### config.mk
export PLATFORM = sky130hd
export DESIGN_NAME = wgate_ctrl
export DESIGN_NICKNAME = d
export VERILOG_FILES = /design/src/rtl/wgate_pkg.sv /design/src/rtl/wgate_win_timer.sv /design/src/rtl/wgate_seq_fsm.sv /design/src/rtl/wgate_prot_flags.sv /design/src/rtl/wgate_ctrl.sv
export SDC_FILE = /design/constraint.sdc
export NUM_CORES = 1
export LEC_CHECK = 0
export ABC_AREA = 1
export CAP_MARGIN = 20
export CORE_MARGIN = 4
export CORE_UTILIZATION = 45
export CTS_CLUSTER_SIZE = 8
export DETAILED_ROUTE_END_ITERATION = 7
export GPL_TIMING_DRIVEN = 0
export PLACE_DENSITY = 0.79
export REMOVE_ABC_BUFFERS = 1
export SLEW_MARGIN = 0
export SYNTH_ARGS = -nofsm -noshare
export SYNTH_HDL_FRONTEND = slang
export SYNTH_HIERARCHICAL = 1
export SYNTH_SLANG_ARGS = --single-unit
### constraint.sdc
create_clock -name clk_i -period 1.5 [get_ports clk_i]
set_clock_uncertainty 0.05 [all_clocks]
set_input_delay 0.225 -clock clk_i [delete_from_list [all_inputs] [get_ports clk_i]]
set_output_delay 0.225 -clock clk_i [all_outputs]
set_load 0.02 [all_outputs]
### src/rtl/wgate_pkg.sv
package wgate_pkg;
  localparam int CMD_W = 15;
  localparam logic [CMD_W-1:0] ADR_A = 15'h5555;
  localparam logic [CMD_W-1:0] ADR_B = 15'h2AAA;
  localparam logic [7:0] KEY_1    = 8'hAA;
  localparam logic [7:0] KEY_2    = 8'h55;
  localparam logic [7:0] CODE_ARM = 8'hA0;
  localparam logic [7:0] CODE_PFX = 8'h80;
  localparam logic [7:0] CODE_DIS = 8'h20;

  typedef enum logic [2:0] {
    ST_IDLE, ST_K1, ST_K2, ST_P3, ST_P4, ST_P5, ST_OPEN
  } seq_st_e;

  typedef enum logic [1:0] {OP_NONE, OP_SET, OP_CLR} prot_op_e;
endpackage

### src/rtl/wgate_win_timer.sv
module wgate_win_timer #(
  parameter int WIN_CYC = 16
) (
  input  logic clk_i,
  input  logic rst_ni,
  input  logic kick_i,
  output logic expire_o
);
  localparam int CNT_W = $clog2(WIN_CYC + 1);
  localparam logic [CNT_W-1:0] CNT_LOAD = CNT_W'(WIN_CYC);

  logic [CNT_W-1:0] cnt_q;

  assign expire_o = (cnt_q == CNT_W'(1)) && !kick_i;

  always_ff @(posedge clk_i or negedge rst_ni) begin
    if (!rst_ni)             cnt_q <= '0;
    else if (kick_i)         cnt_q <= CNT_LOAD;
    else if (cnt_q != '0)    cnt_q <= cnt_q - CNT_W'(1);
  end
endmodule

### src/rtl/wgate_seq_fsm.sv
module wgate_seq_fsm
  import wgate_pkg::*;
#(
  parameter int BLK_W = 2
) (
  input  logic             clk_i,
  input  logic             rst_ni,
  input  logic             wr_valid_i,
  input  logic [CMD_W-1:0] addr_lo_i,
  input  logic [7:0]       data_i,
  input  logic [BLK_W-1:0] blk_i,
  input  logic             blk_prot_i,
  input  logic             expire_i,
  output logic             commit_o,
  output prot_op_e         apply_op_o,
  output logic [BLK_W-1:0] apply_blk_o
);
  seq_st_e          st_q, st_d;
  prot_op_e         op_q, op_d;
  logic [BLK_W-1:0] pblk_q, pblk_d;
  logic             first_q, first_d;
  logic             hit_a, hit_b, plain_wr;

  assign hit_a = (addr_lo_i == ADR_A);
  assign hit_b = (addr_lo_i == ADR_B);

  always_comb begin
    st_d     = st_q;
    op_d     = op_q;
    pblk_d   = pblk_q;
    first_d  = first_q;
    commit_o = 1'b0;
    plain_wr = 1'b0;
    if (expire_i) begin
      st_d = ST_IDLE;
      op_d = OP_NONE;
    end else if (wr_valid_i) begin
      case (st_q)
        ST_IDLE: if (data_i == KEY_1 && hit_a) st_d = ST_K1; else plain_wr = 1'b1;
        ST_K1:   if (data_i == KEY_2 && hit_b) st_d = ST_K2; else plain_wr = 1'b1;
        ST_K2: begin
          if (data_i == CODE_ARM && hit_a) begin
            st_d = ST_OPEN; op_d = OP_SET; pblk_d = blk_i; first_d = 1'b1;
          end else if (data_i == CODE_PFX && hit_a) begin
            st_d = ST_P3;
          end else plain_wr = 1'b1;
        end
        ST_P3:   if (data_i == KEY_1 && hit_a) st_d = ST_P4; else plain_wr = 1'b1;
        ST_P4:   if (data_i == KEY_2 && hit_b) st_d = ST_P5; else plain_wr = 1'b1;
        ST_P5: begin
          if (data_i == CODE_DIS && hit_a) begin
            st_d = ST_OPEN; op_d = OP_CLR; pblk_d = blk_i; first_d = 1'b1;
          end else plain_wr = 1'b1;
        end
        ST_OPEN: begin
          commit_o = 1'b1;
          if (first_q) begin
            pblk_d  = blk_i;
            first_d = 1'b0;
          end
        end
        default: plain_wr = 1'b1;
      endcase
      if (plain_wr) begin
        st_d     = ST_IDLE;
        commit_o = !blk_prot_i;
      end
    end
  end

  assign apply_op_o  = expire_i ? op_q : OP_NONE;
  assign apply_blk_o = pblk_q;

  always_ff @(posedge clk_i or negedge rst_ni) begin
    if (!rst_ni) begin
      st_q    <= ST_IDLE;
      op_q    <= OP_NONE;
      pblk_q  <= '0;
      first_q <= 1'b0;
    end else begin
      st_q    <= st_d;
      op_q    <= op_d;
      pblk_q  <= pblk_d;
      first_q <= first_d;
    end
  end
endmodule

### src/rtl/wgate_prot_flags.sv
module wgate_prot_flags
  import wgate_pkg::*;
#(
  parameter int BLK_W = 2,
  localparam int NBLK = 1 << BLK_W
) (
  input  logic             clk_i,
  input  logic             factory_clr_ni,
  input  prot_op_e         op_i,
  input  logic [BLK_W-1:0] blk_i,
  output logic [NBLK-1:0]  prot_o
);
  for (genvar g = 0; g < NBLK; g++) begin : g_blk
    logic flag_q;
    logic sel;
    assign sel = (blk_i == BLK_W'(g));
    always_ff @(posedge clk_i or negedge factory_clr_ni) begin
      if (!factory_clr_ni)                flag_q <= 1'b0;
      else if (sel && op_i == OP_SET)     flag_q <= 1'b1;
      else if (sel && op_i == OP_CLR)     flag_q <= 1'b0;
    end
    assign prot_o[g] = flag_q;
  end
endmodule

### src/rtl/wgate_ctrl.sv
module wgate_ctrl
  import wgate_pkg::*;
#(
  parameter int ADDR_W  = 17,
  parameter int BLK_W   = 2,
  parameter int WIN_CYC = 16,
  localparam int NBLK   = 1 << BLK_W
) (
  input  logic              clk_i,
  input  logic              rst_ni,
  input  logic              factory_clr_ni,
  input  logic              wr_valid_i,
  input  logic [ADDR_W-1:0] wr_addr_i,
  input  logic [7:0]        wr_data_i,
  output logic              commit_o,
  output logic              timer_start_o,
  output logic [NBLK-1:0]   prot_o
);
  logic [BLK_W-1:0] blk;
  logic             expire, commit_d;
  prot_op_e         apply_op;
  logic [BLK_W-1:0] apply_blk;

  assign blk = wr_addr_i[ADDR_W-1 -: BLK_W];

  wgate_win_timer #(.WIN_CYC(WIN_CYC)) i_timer (
    .clk_i    (clk_i),
    .rst_ni   (rst_ni),
    .kick_i   (wr_valid_i),
    .expire_o (expire)
  );

  wgate_seq_fsm #(.BLK_W(BLK_W)) i_fsm (
    .clk_i       (clk_i),
    .rst_ni      (rst_ni),
    .wr_valid_i  (wr_valid_i),
    .addr_lo_i   (wr_addr_i[CMD_W-1:0]),
    .data_i      (wr_data_i),
    .blk_i       (blk),
    .blk_prot_i  (prot_o[blk]),
    .expire_i    (expire),
    .commit_o    (commit_d),
    .apply_op_o  (apply_op),
    .apply_blk_o (apply_blk)
  );

  wgate_prot_flags #(.BLK_W(BLK_W)) i_flags (
    .clk_i          (clk_i),
    .factory_clr_ni (factory_clr_ni),
    .op_i           (apply_op),
    .blk_i          (apply_blk),
    .prot_o         (prot_o)
  );

  always_ff @(posedge clk_i or negedge rst_ni) begin
    if (!rst_ni) begin
      commit_o      <= 1'b0;
      timer_start_o <= 1'b0;
    end else begin
      commit_o      <= commit_d;
      timer_start_o <= expire;
    end
  end
endmodule

* Word level (Yosys, flattened, before mapping)
Index checks and enable logic that the tools add are counted.
** Word-level totals
- Bits in registers :: 19
- Word-level logic and storage cells :: 126
- Output and inout port bits :: 6
** Operators by class
- Multiplexer cells :: 48
- Reduce and logical (&&, ||, !) cells :: 34
- $add $sub $neg :: 1
- Bitwise operators :: 1
- Order comparisons :: 1
- Eq/ne operators :: 30
** Operator list (number)
- two-way mux 3 bit :: 10
- equality test 8 bit (second input constant) :: 3
- two-way mux 1 bit :: 22
- inequality test 4 x 2 -> 1 bit (second input constant) :: 5
- case mux 3 bit (6 select lines) :: 1
- two-way mux 2 bit :: 8
- equality test 15 x 14 -> 1 bit (second input constant) :: 1
- equality test 15 bit (second input constant) :: 1
- logical AND 1 bit :: 14
- nonzero test 2 bit :: 6
- two-way mux 5 bit :: 2
- equality test 3 bit (second input constant) :: 3
- equality test 8 x 6 -> 1 bit (second input constant) :: 1
- equality test 8 x 7 -> 1 bit (second input constant) :: 1
- AND reduction 8 bit :: 1
- nonzero test 8 bit :: 1
- equality test 2 bit (second input constant) :: 3
- equality test 3 x 2 -> 1 bit (second input constant) :: 2
- inequality test 2 x 1 -> 1 bit (second input constant) :: 3
- inequality test 3 x 2 -> 1 bit (second input constant) :: 2
- case mux 2 bit (3 select lines) :: 1
- AND reduction 6 bit :: 1
- nonzero test 3 bit :: 2
- equality test 5 x 1 -> 1 bit (second input constant) :: 1
- 17 further kinds :: 20

* Depth between registers and ports, before layout
Gate-level depths: netlist of run 1.
- Depth in word-level cells :: 10
- Depth in mapped cells :: 12

* Hierarchy
The synthesis of run 1 kept the hierarchy.
** Modules (own cells, without submodules)
- wgate_seq_fsm :: seq. area each 200.2 um^2, instances 1, area an instance 914.6 um^2, cells each 168
- wgate_win_timer :: seq. area each 125.1 um^2, instances 1, area an instance 297.8 um^2, cells each 37
- wgate_prot_flags :: seq. area each 100.1 um^2, instances 1, area an instance 246.5 um^2, cells each 35
- wgate_ctrl :: seq. area each 50.0 um^2, instances 1, area an instance 101.3 um^2, cells each 15

* Least setup slack after synthesis of run 1
OpenSTA, ideal clock, no wires.
- Kind :: reg2reg
- Start point :: register i_timer.cnt_q[1]
- End point :: register i_fsm.op_q[0]
- Setup slack :: -0.160 ns
- Stages on the path, launching flop included :: 11
- Library setup time :: 0.077 ns
- Data required time :: 1.373 ns
- Period minus slack after synthesis :: 1.660 ns
- Arrival :: 1.533 ns
- Path through :: dfrtp_1 > inv_1 > ha_1 > nand3_1 > nor2_1 > inv_1 > nand3_1 > o21ai_0 > nor2_2 > nor2_1 > a21oi_1
** Between the ends
- Word-level cells in the longest chain between the ends :: 4
- Elaborated cells on any way between the ends :: 8
- Those cells by class :: eq/ne (3); mux (1); reduce/logical (4)
** Ends and longest elaborated chain
- from (decl) :: line wgate_win_timer.sv:12 : logic [CNT_W-1:0] cnt_q;
- from (signal assigned) :: line wgate_win_timer.sv:19 : else if (cnt_q != '0) cnt_q <= cnt_q - CNT_W'(1);
- equality test 5 x 1 -> 1 bit * :: line wgate_win_timer.sv:14 : assign expire_o = (cnt_q == CNT_W'(1)) && !kick_i;
- logical AND 1 bit * :: line wgate_win_timer.sv:14
- net expire :: line wgate_ctrl.sv:20 : logic expire, commit_d;
- inequality test 3 x 2 -> 1 bit (no source line), or another cell as far along
- AND reduction 4 bit (no source line)
- to (signal assigned) :: line wgate_seq_fsm.sv:82 : op_q <= op_d;
- to (decl) :: line wgate_seq_fsm.sv:19 : prot_op_e op_q, op_d;
Mark *: on every way through the listed nets, which the timed path passes. The rest lies on a longest branch.
A chain may end at the register's enable or synchronous reset.

* Final worst setup path of run 1
- Start point :: register i_timer.cnt_q[1]
- End point :: register i_fsm.pblk_q[1], in the netlist i_fsm/apply_blk_o[1]
** Between the ends
- Word-level cells in the longest chain between the ends :: 4
** Ends and longest elaborated chain
- equality test 5 x 1 -> 1 bit :: line wgate_win_timer.sv:14
- logical AND 1 bit :: line wgate_win_timer.sv:14
- net expire :: line wgate_ctrl.sv:20
- inverter 1 bit (no source line)
- AND reduction 6 bit (no source line)
- to (signal assigned) :: line wgate_seq_fsm.sv:83 : pblk_q <= pblk_d;
- to (decl) :: line wgate_seq_fsm.sv:20 : logic [BLK_W-1:0] pblk_q, pblk_d;
The timed path passes the listed nets, and every way through them passes these cells.

==> metrics, run 1 <==
Sink Count=19; initial antenna violation count=0; met1 usage=20.4%; area grow syn2layout=46.3%; met3 Resource Use GR=~4.0%; first-pass GRT wire length=about 6300 µm; worst slew pin tran=~680 ps; Die Wd=roughly 67 µm; biggest area consumer among synthesized cells=dfrtp_1; GRT met2 Usage=32.8%; relative slew slack=54.8%; kind of critical path=flip-flop to flip-flop; Post-Syn Instances=about 260; Antenna diodes=0; Commonest cells post-synth=nand2_1, inv_1, nor2_1; P per Cell Area=around 750 mW/mm²; post-route ant nets=0; sequential area share after synthesis=30.5%; Worst Hold Class=input port to async pin; Pleak=roughly 1.2 nW; most frequent cell after synthesis=nand2_1; die area=~0.0045 mm²; CTS Buf Count=3; H-tree depth=1; final cell count without fillers=around 350; final-report setup violation count=12; Starting Density=46.8%; synthesis-stage register bit count=19; vias=around 1,800; required time of the critical path=around 1700 ps; First-pass DRT Iterations=4; top_reg_cell synth=dfrtp_1; violated checks=negative setup slack; syn avg cell area=between 6 and 7 µm²; GRT busiest layer=met2; root buffer selected by CTS=clkbuf_4; max cap viols=0; FP Rows=21; worst vdd ir=approximately 590 µV; f_max=0.629 GHz; worst setup margin=-91.0 ps; RD Place Congestion=0.874; Starting DRT DRC Count=101; port buffer count=34; CTS tree=done; Die Height=around 67 µm; Place WS=-841 ps; placed insts=around 330; final hold vios=0; Slew Limit Fails=0; routed length per placed instance=about 12 µm; RSZ-0062 raised after global routing=true; pin count of the biggest net entering global routing=16; HPWL Detailed=roughly 2700 µm; deepest clock path buffer count=2; final design utilization=about two thirds; WP data arrival=1750 ps; Clk Latency, worst-skew pair=roughly 310 ps; asr flop ratio synth=between 90% and 100%; min cycle time layout=1590 ps; share of layout cells above drive strength 1=between 30% and 40%; Critical Path Sink Type=flip-flop; clock slew at the register clock pins of the worst setup and hold paths=between 100 and 150 ps; I/O pin count=35; status=complete, but fails checks; vias in the first global route=approximately 1,600; All-Layer GR Usage=17.9%; Post-Syn Area=approximately 0.0016 mm²; Startpoint Class=flip-flop; CP Max Fanout=4; layout net count=340; vias per inst=~5.0; drc violations=0; top cells by area, synth=dfrtp_1, nand2_1, inv_1; Synth Warn #=6; Post-synth EDFFs=0; grt total ovfl=0; Yosys top cell area share=30.5%; Unique masters post-synth=26; Final period util=106%; Core ar.=between 0.003 and 0.004 mm²; Routed WL=roughly 4400 µm; Pwr Total=between 1.5 and 2 mW
## cell type report
cell class              instances  area (µm²)
clock buffers                   3        22.5
clock inverters                 1        5.00
fillers                       294        1050
inverters                      50         190
multi-input cells             180        1060
flip-flops and latches         19         479
well taps                      46        57.6
repair buffers                 55         468
## cell families after synthesis
logic type	count (synthesis)	synth area share, %
buffers and inverters	56	14.9
AO/OA/AOI/OAI	17	6.34
AND/OR/NAND/NOR	160	46.1
adder cells (fa/ha/maj)	2	1.60
flip-flops	19	30.5
XOR/XNOR	1	0.561
## metal layers
| metal | share of wire (%) | routed length (µm) |
|---|---|---|
| met1 | 41 | 1770 |
| met2 | 51 | 2220 |
| met5 | 0 | 0 |
| met3 | 5.7 | 249 |
| met4 | 2.6 | 114 |
## flip-flops by register name, summed over array words and instances (netlist names)
name,cells
i_timer/cnt_q,5
i_flags/g_blk.flag_q,4
i_fsm/st_q,3
i_fsm/apply_blk_o,2
i_fsm/op_q,2
commit_o,1
i_fsm/first_q,1
timer_start_o,1
## through the flow
stage	hold slack (ps)	setup TNS (ps)	area (µm²)
final	41.2	-873	2280
after global routing	51.1	-2230	2280
after CTS	50.6	-407	2120
after detailed placement	388	-8500	1910
after global placement	389	-8170	1910
after floorplan	-121	-611	1520
## path summary, 6_finish.rpt
check / to / startpoint / slack [ps] / depth (start not counted)
setup / recovery: i_fsm/apply_blk_o[1] / i_timer/cnt_q[1] / -90 / 10
hold / removal: i_flags/g_blk[3].flag_q / factory_clr_ni / 40 / 1
setup reg to reg: i_fsm/apply_blk_o[1] / i_timer/cnt_q[1] / -90 / 10
hold reg to reg: i_flags/g_blk[3].flag_q / i_flags/g_blk[3].flag_q / 470 / 2
max in group asynchronous: i_fsm/st_q[1] / rst_ni / 670 / 1
min in group clk_i: i_timer/cnt_q[2] / wr_valid_i / 290 / 2
## what timing repair did
action,in CTS,in global routing
setup buffers,15,6
endpoints found under the hold margin,0,0
gates resized for setup,67,29
pin swaps,27,23
endpoints found under the setup margin,19,15
hold buffers,0,0
## worst max-delay path, stage by stage (launching register included)
cell and delay [ps]:
dfrtp_1 390, inv_2 60, ha_4 170, nand3_4 60, nor2_4 60, nor2_2 160
nand3_2 120, a21oi_4 190, o31ai_4 110, nand2_1 70, o21ai_1 60
## report_power, final
| part | switching, mW | internal, mW |
|---|---|---|
| combinational | 0.419 | 0.328 |
| clock | 0.174 | 0.0998 |
| sequential | 0.0777 | 0.612 |
## layout by cell type, fill, tap and decap left out, drive strengths merged, types with 2 or more instances in the layout
cell type | synthesis | final
dlygate4sd2 | 0 | 30
ha | 2 | 2
buf | 6 | 21
clkdlybuf4s50 | 0 | 4
nand2 | 86 | 86
nand4 | 3 | 3
o21ai | 8 | 8
nor3 | 2 | 2
nand3 | 20 | 20
dfrtp | 19 | 19
nor2 | 46 | 46
inv | 50 | 50
clkbuf | 0 | 3
a21oi | 6 | 6
Power figures use the tool's default switching activity.
==> run 2: changes to the inputs <==
- CTS_BUF_LIST: not set -> sky130_fd_sc_hd__clkbuf_8 sky130_fd_sc_hd__clkbuf_16
==> run 2 against run 1 <==
  * The flow still finishes with violations (negative setup slack)
  * Die area did not move
  * Maximum frequency fell by 0.77%
  * Utilization rose by 0.60 points
  * Critical path type unchanged
  * Largest cell class unchanged
==> metrics, run 2 (synthesis gave the netlist of run 1 again) <==
status=complete, but fails checks; violated checks=negative setup slack; most frequent cells in the layout=nand2_1, inv_1, dlygate4sd2_1; deepest clock path buffer count=2 (unchanged); Sink Count=19 (unchanged); Pleak=1.15 nW (-0.68%); P per Cell Area=788 mW/mm² (+5.1%); routed length per placed instance=12.4 µm (+0.70%); sequential share of power=38.2% (-2.1 points); Comb pwr share=41.8% (-1.9 points); H-tree depth=1 (unchanged); First-pass DRT Iterations=5 (+1); relative slew slack=54.1% (-0.78 points); final hold vios=0 (unchanged); Worst Hold Class=input port to async pin; Pwr Total=1.81 mW (+6.1%); most used cell, CP=nand2_2; root buffer selected by CTS=clkbuf_8; vias per inst=5.00 (+0.45%); hold buffers post-CTS=0 (unchanged); share of layout cells above drive strength 1=32.9% (+1.7 points); most common cell after layout, fill and taps aside=nand2_1; Regs by FF count=i_timer/cnt_q: 5 flops, i_flags/g_blk.flag_q: 4 flops, i_fsm/st_q: 3 flops; RSZ-0062 raised after global routing=true; RD Place Congestion=0.874 (unchanged); HPWL Detailed=2670 µm (unchanged); FP Rows=21 (unchanged); required time of the critical path=1650 ps (about the same); Die Height=66.9 µm (unchanged); grt total ovfl=0 (unchanged); Routed WL=4370 µm (+0.41%); clock slew at the register clock pins of the worst setup and hold paths=70 ps (-50 ps); sw frac=37.4% (-1.8 points); slowest CP cell=dfrtp_2; final-report setup violation count=13 (+1); vias=1,764 (+0.17%); Clock power frac=20.1% (+4.1 points); All-Layer GR Usage=18.0% (+0.15 points); critical-path cell list=inv_2, nand2_4, nand2_2, nor2_2, nand2_2, nand2_1, a21oi_2, nand2_2, nor2_2, nand3_1, nand2_1; drc violations=0 (unchanged); crit-path leading delay family=simple AND/OR/NAND/NOR gates; final design utilization=69.0% (+0.60 points); Slew Limit Fails=0 (unchanged); worst setup margin=-103 ps (-12.4 ps); most flop-heavy register=i_timer/cnt_q; die area=0.00447 mm² (unchanged); Power Internal=1.14 mW (+9.2%); Antenna diodes=0 (unchanged); CP Max Fanout=5 (+1); max cap viols=0 (unchanged); WP data arrival=1750 ps (about the same); layout net count=339 (-0.29%); I/O pin count=35 (unchanged); f_max=0.624 GHz (-0.77%); min cycle time layout=1600 ps (+12.4 ps); worst vdd ir=604 µV (+2.2%); initial antenna violation count=0 (unchanged); Worst path max stage delay=480 ps (+90 ps); CTS tree=done; Critical Path Sink Type=flip-flop; first-pass GRT wire length=6350 µm (+0.22%); Starting DRT DRC Count=56 (-45%); vias in the first global route=1,590 (-0.13%); Final period util=107% (+0.83 points); Die Wd=66.9 µm (unchanged); switching pwr=0.679 mW (+1.1%); CTS Buf Count=3 (unchanged); port buffer count=34 (unchanged); kind of critical path=flip-flop to flip-flop; area grow syn2layout=47.6%; Startpoint Class=flip-flop; number of flip-flops in the largest register=5 (unchanged); pin count of the biggest net entering global routing=16 (unchanged); CP bufs+invs=1 (unchanged); worst slew pin tran=687 ps (+11.7 ps); Clk Latency, worst-skew pair=260 ps (-50 ps); Starting Density=46.8% (unchanged); Core ar.=0.00334 mm² (unchanged); post-route ant nets=0 (unchanged)
==> run 2: changes by cell type in the layout (fill, tap and decap cells not counted), sizes merged <==
cell and delta:
inv -1, buf -1, clkbuf +1, clkinvlp +1
clkdlybuf4s50 +1, dlymetal6s2s +1, dlygate4sd2 -5, clkdlybuf4s15 +2
==> run 2: path summary, 6_finish.rpt <==
check                                         from                      end  slack [ps]  cells after the start
min in group clk_i                      wr_valid_i         i_timer/cnt_q[2]         360                      2
setup reg to reg                     i_fsm/st_q[0]            i_fsm/st_q[1]        -100                     11
max in group asynchronous                   rst_ni            i_fsm/st_q[1]         590                      1
hold reg to reg            i_flags/g_blk[3].flag_q  i_flags/g_blk[3].flag_q         460                      2
setup / recovery                     i_fsm/st_q[0]            i_fsm/st_q[1]        -100                     11
hold / removal                      factory_clr_ni  i_flags/g_blk[1].flag_q         100                      1
==> run 2: area by class of cell <==
cell class	count	area [µm²]
flip-flops and latches	19	479
multi-input cells	180	1060
clock buffers	3	41.3
inverters	50	194
clock inverters	1	5.00
fillers	285	1030
repair buffers	54	468
well taps	46	57.6
==> run 2: worst register-to-register path, stage by stage, from the launching register on <==
cell,delay (ps)
dfrtp_2,480
inv_2,110
nand2_4,80
nand2_2,90
nor2_2,40
nand2_2,80
nand2_1,90
a21oi_2,160
nand2_2,100
nor2_2,130
nand3_1,80
nand2_1,70
==> run 2: per-stage QoR <==
stage	setup slack, ps	hold WS (ps)	TNS [ps]	std cells	instance area, µm²
after global placement	-813	389	-8170	329	1910
final	-103	103	-834	353	2300
after floorplan	-160	-121	-611	249	1520
after detailed placement	-841	388	-8500	329	1910
after CTS	-64.0	105	-327	348	2130
after global routing	-202	114	-1980	353	2300
==> run 2: power groups by stage <==
stage | sequential (mW) | clock [mW] | combinational, mW
floorplan | 0.699 | 0 | 0.361
global placement | 0.691 | 0 | 0.552
detailed placement | 0.692 | 0 | 0.572
CTS | 0.686 | 0.370 | 0.660
global route | 0.702 | 0.389 | 0.833
finish | 0.693 | 0.364 | 0.758
==> run 2: repair_timing <==
action | CTS | global route
setup endpoints to repair | 17 | 16
buffers inserted | 15 | 5
gates resized for setup | 60 | 42
pin swaps | 30 | 31
==> run 2: metal layers <==
layer  GRT usage [%]  wire (µm)  vias to the layer above
met1            20.4       1800                      818
met2            32.7       2270                       61
met3            3.88        192                       14
met4            6.58        108                        0
met5               0          0                        -
li1                -          -                      871
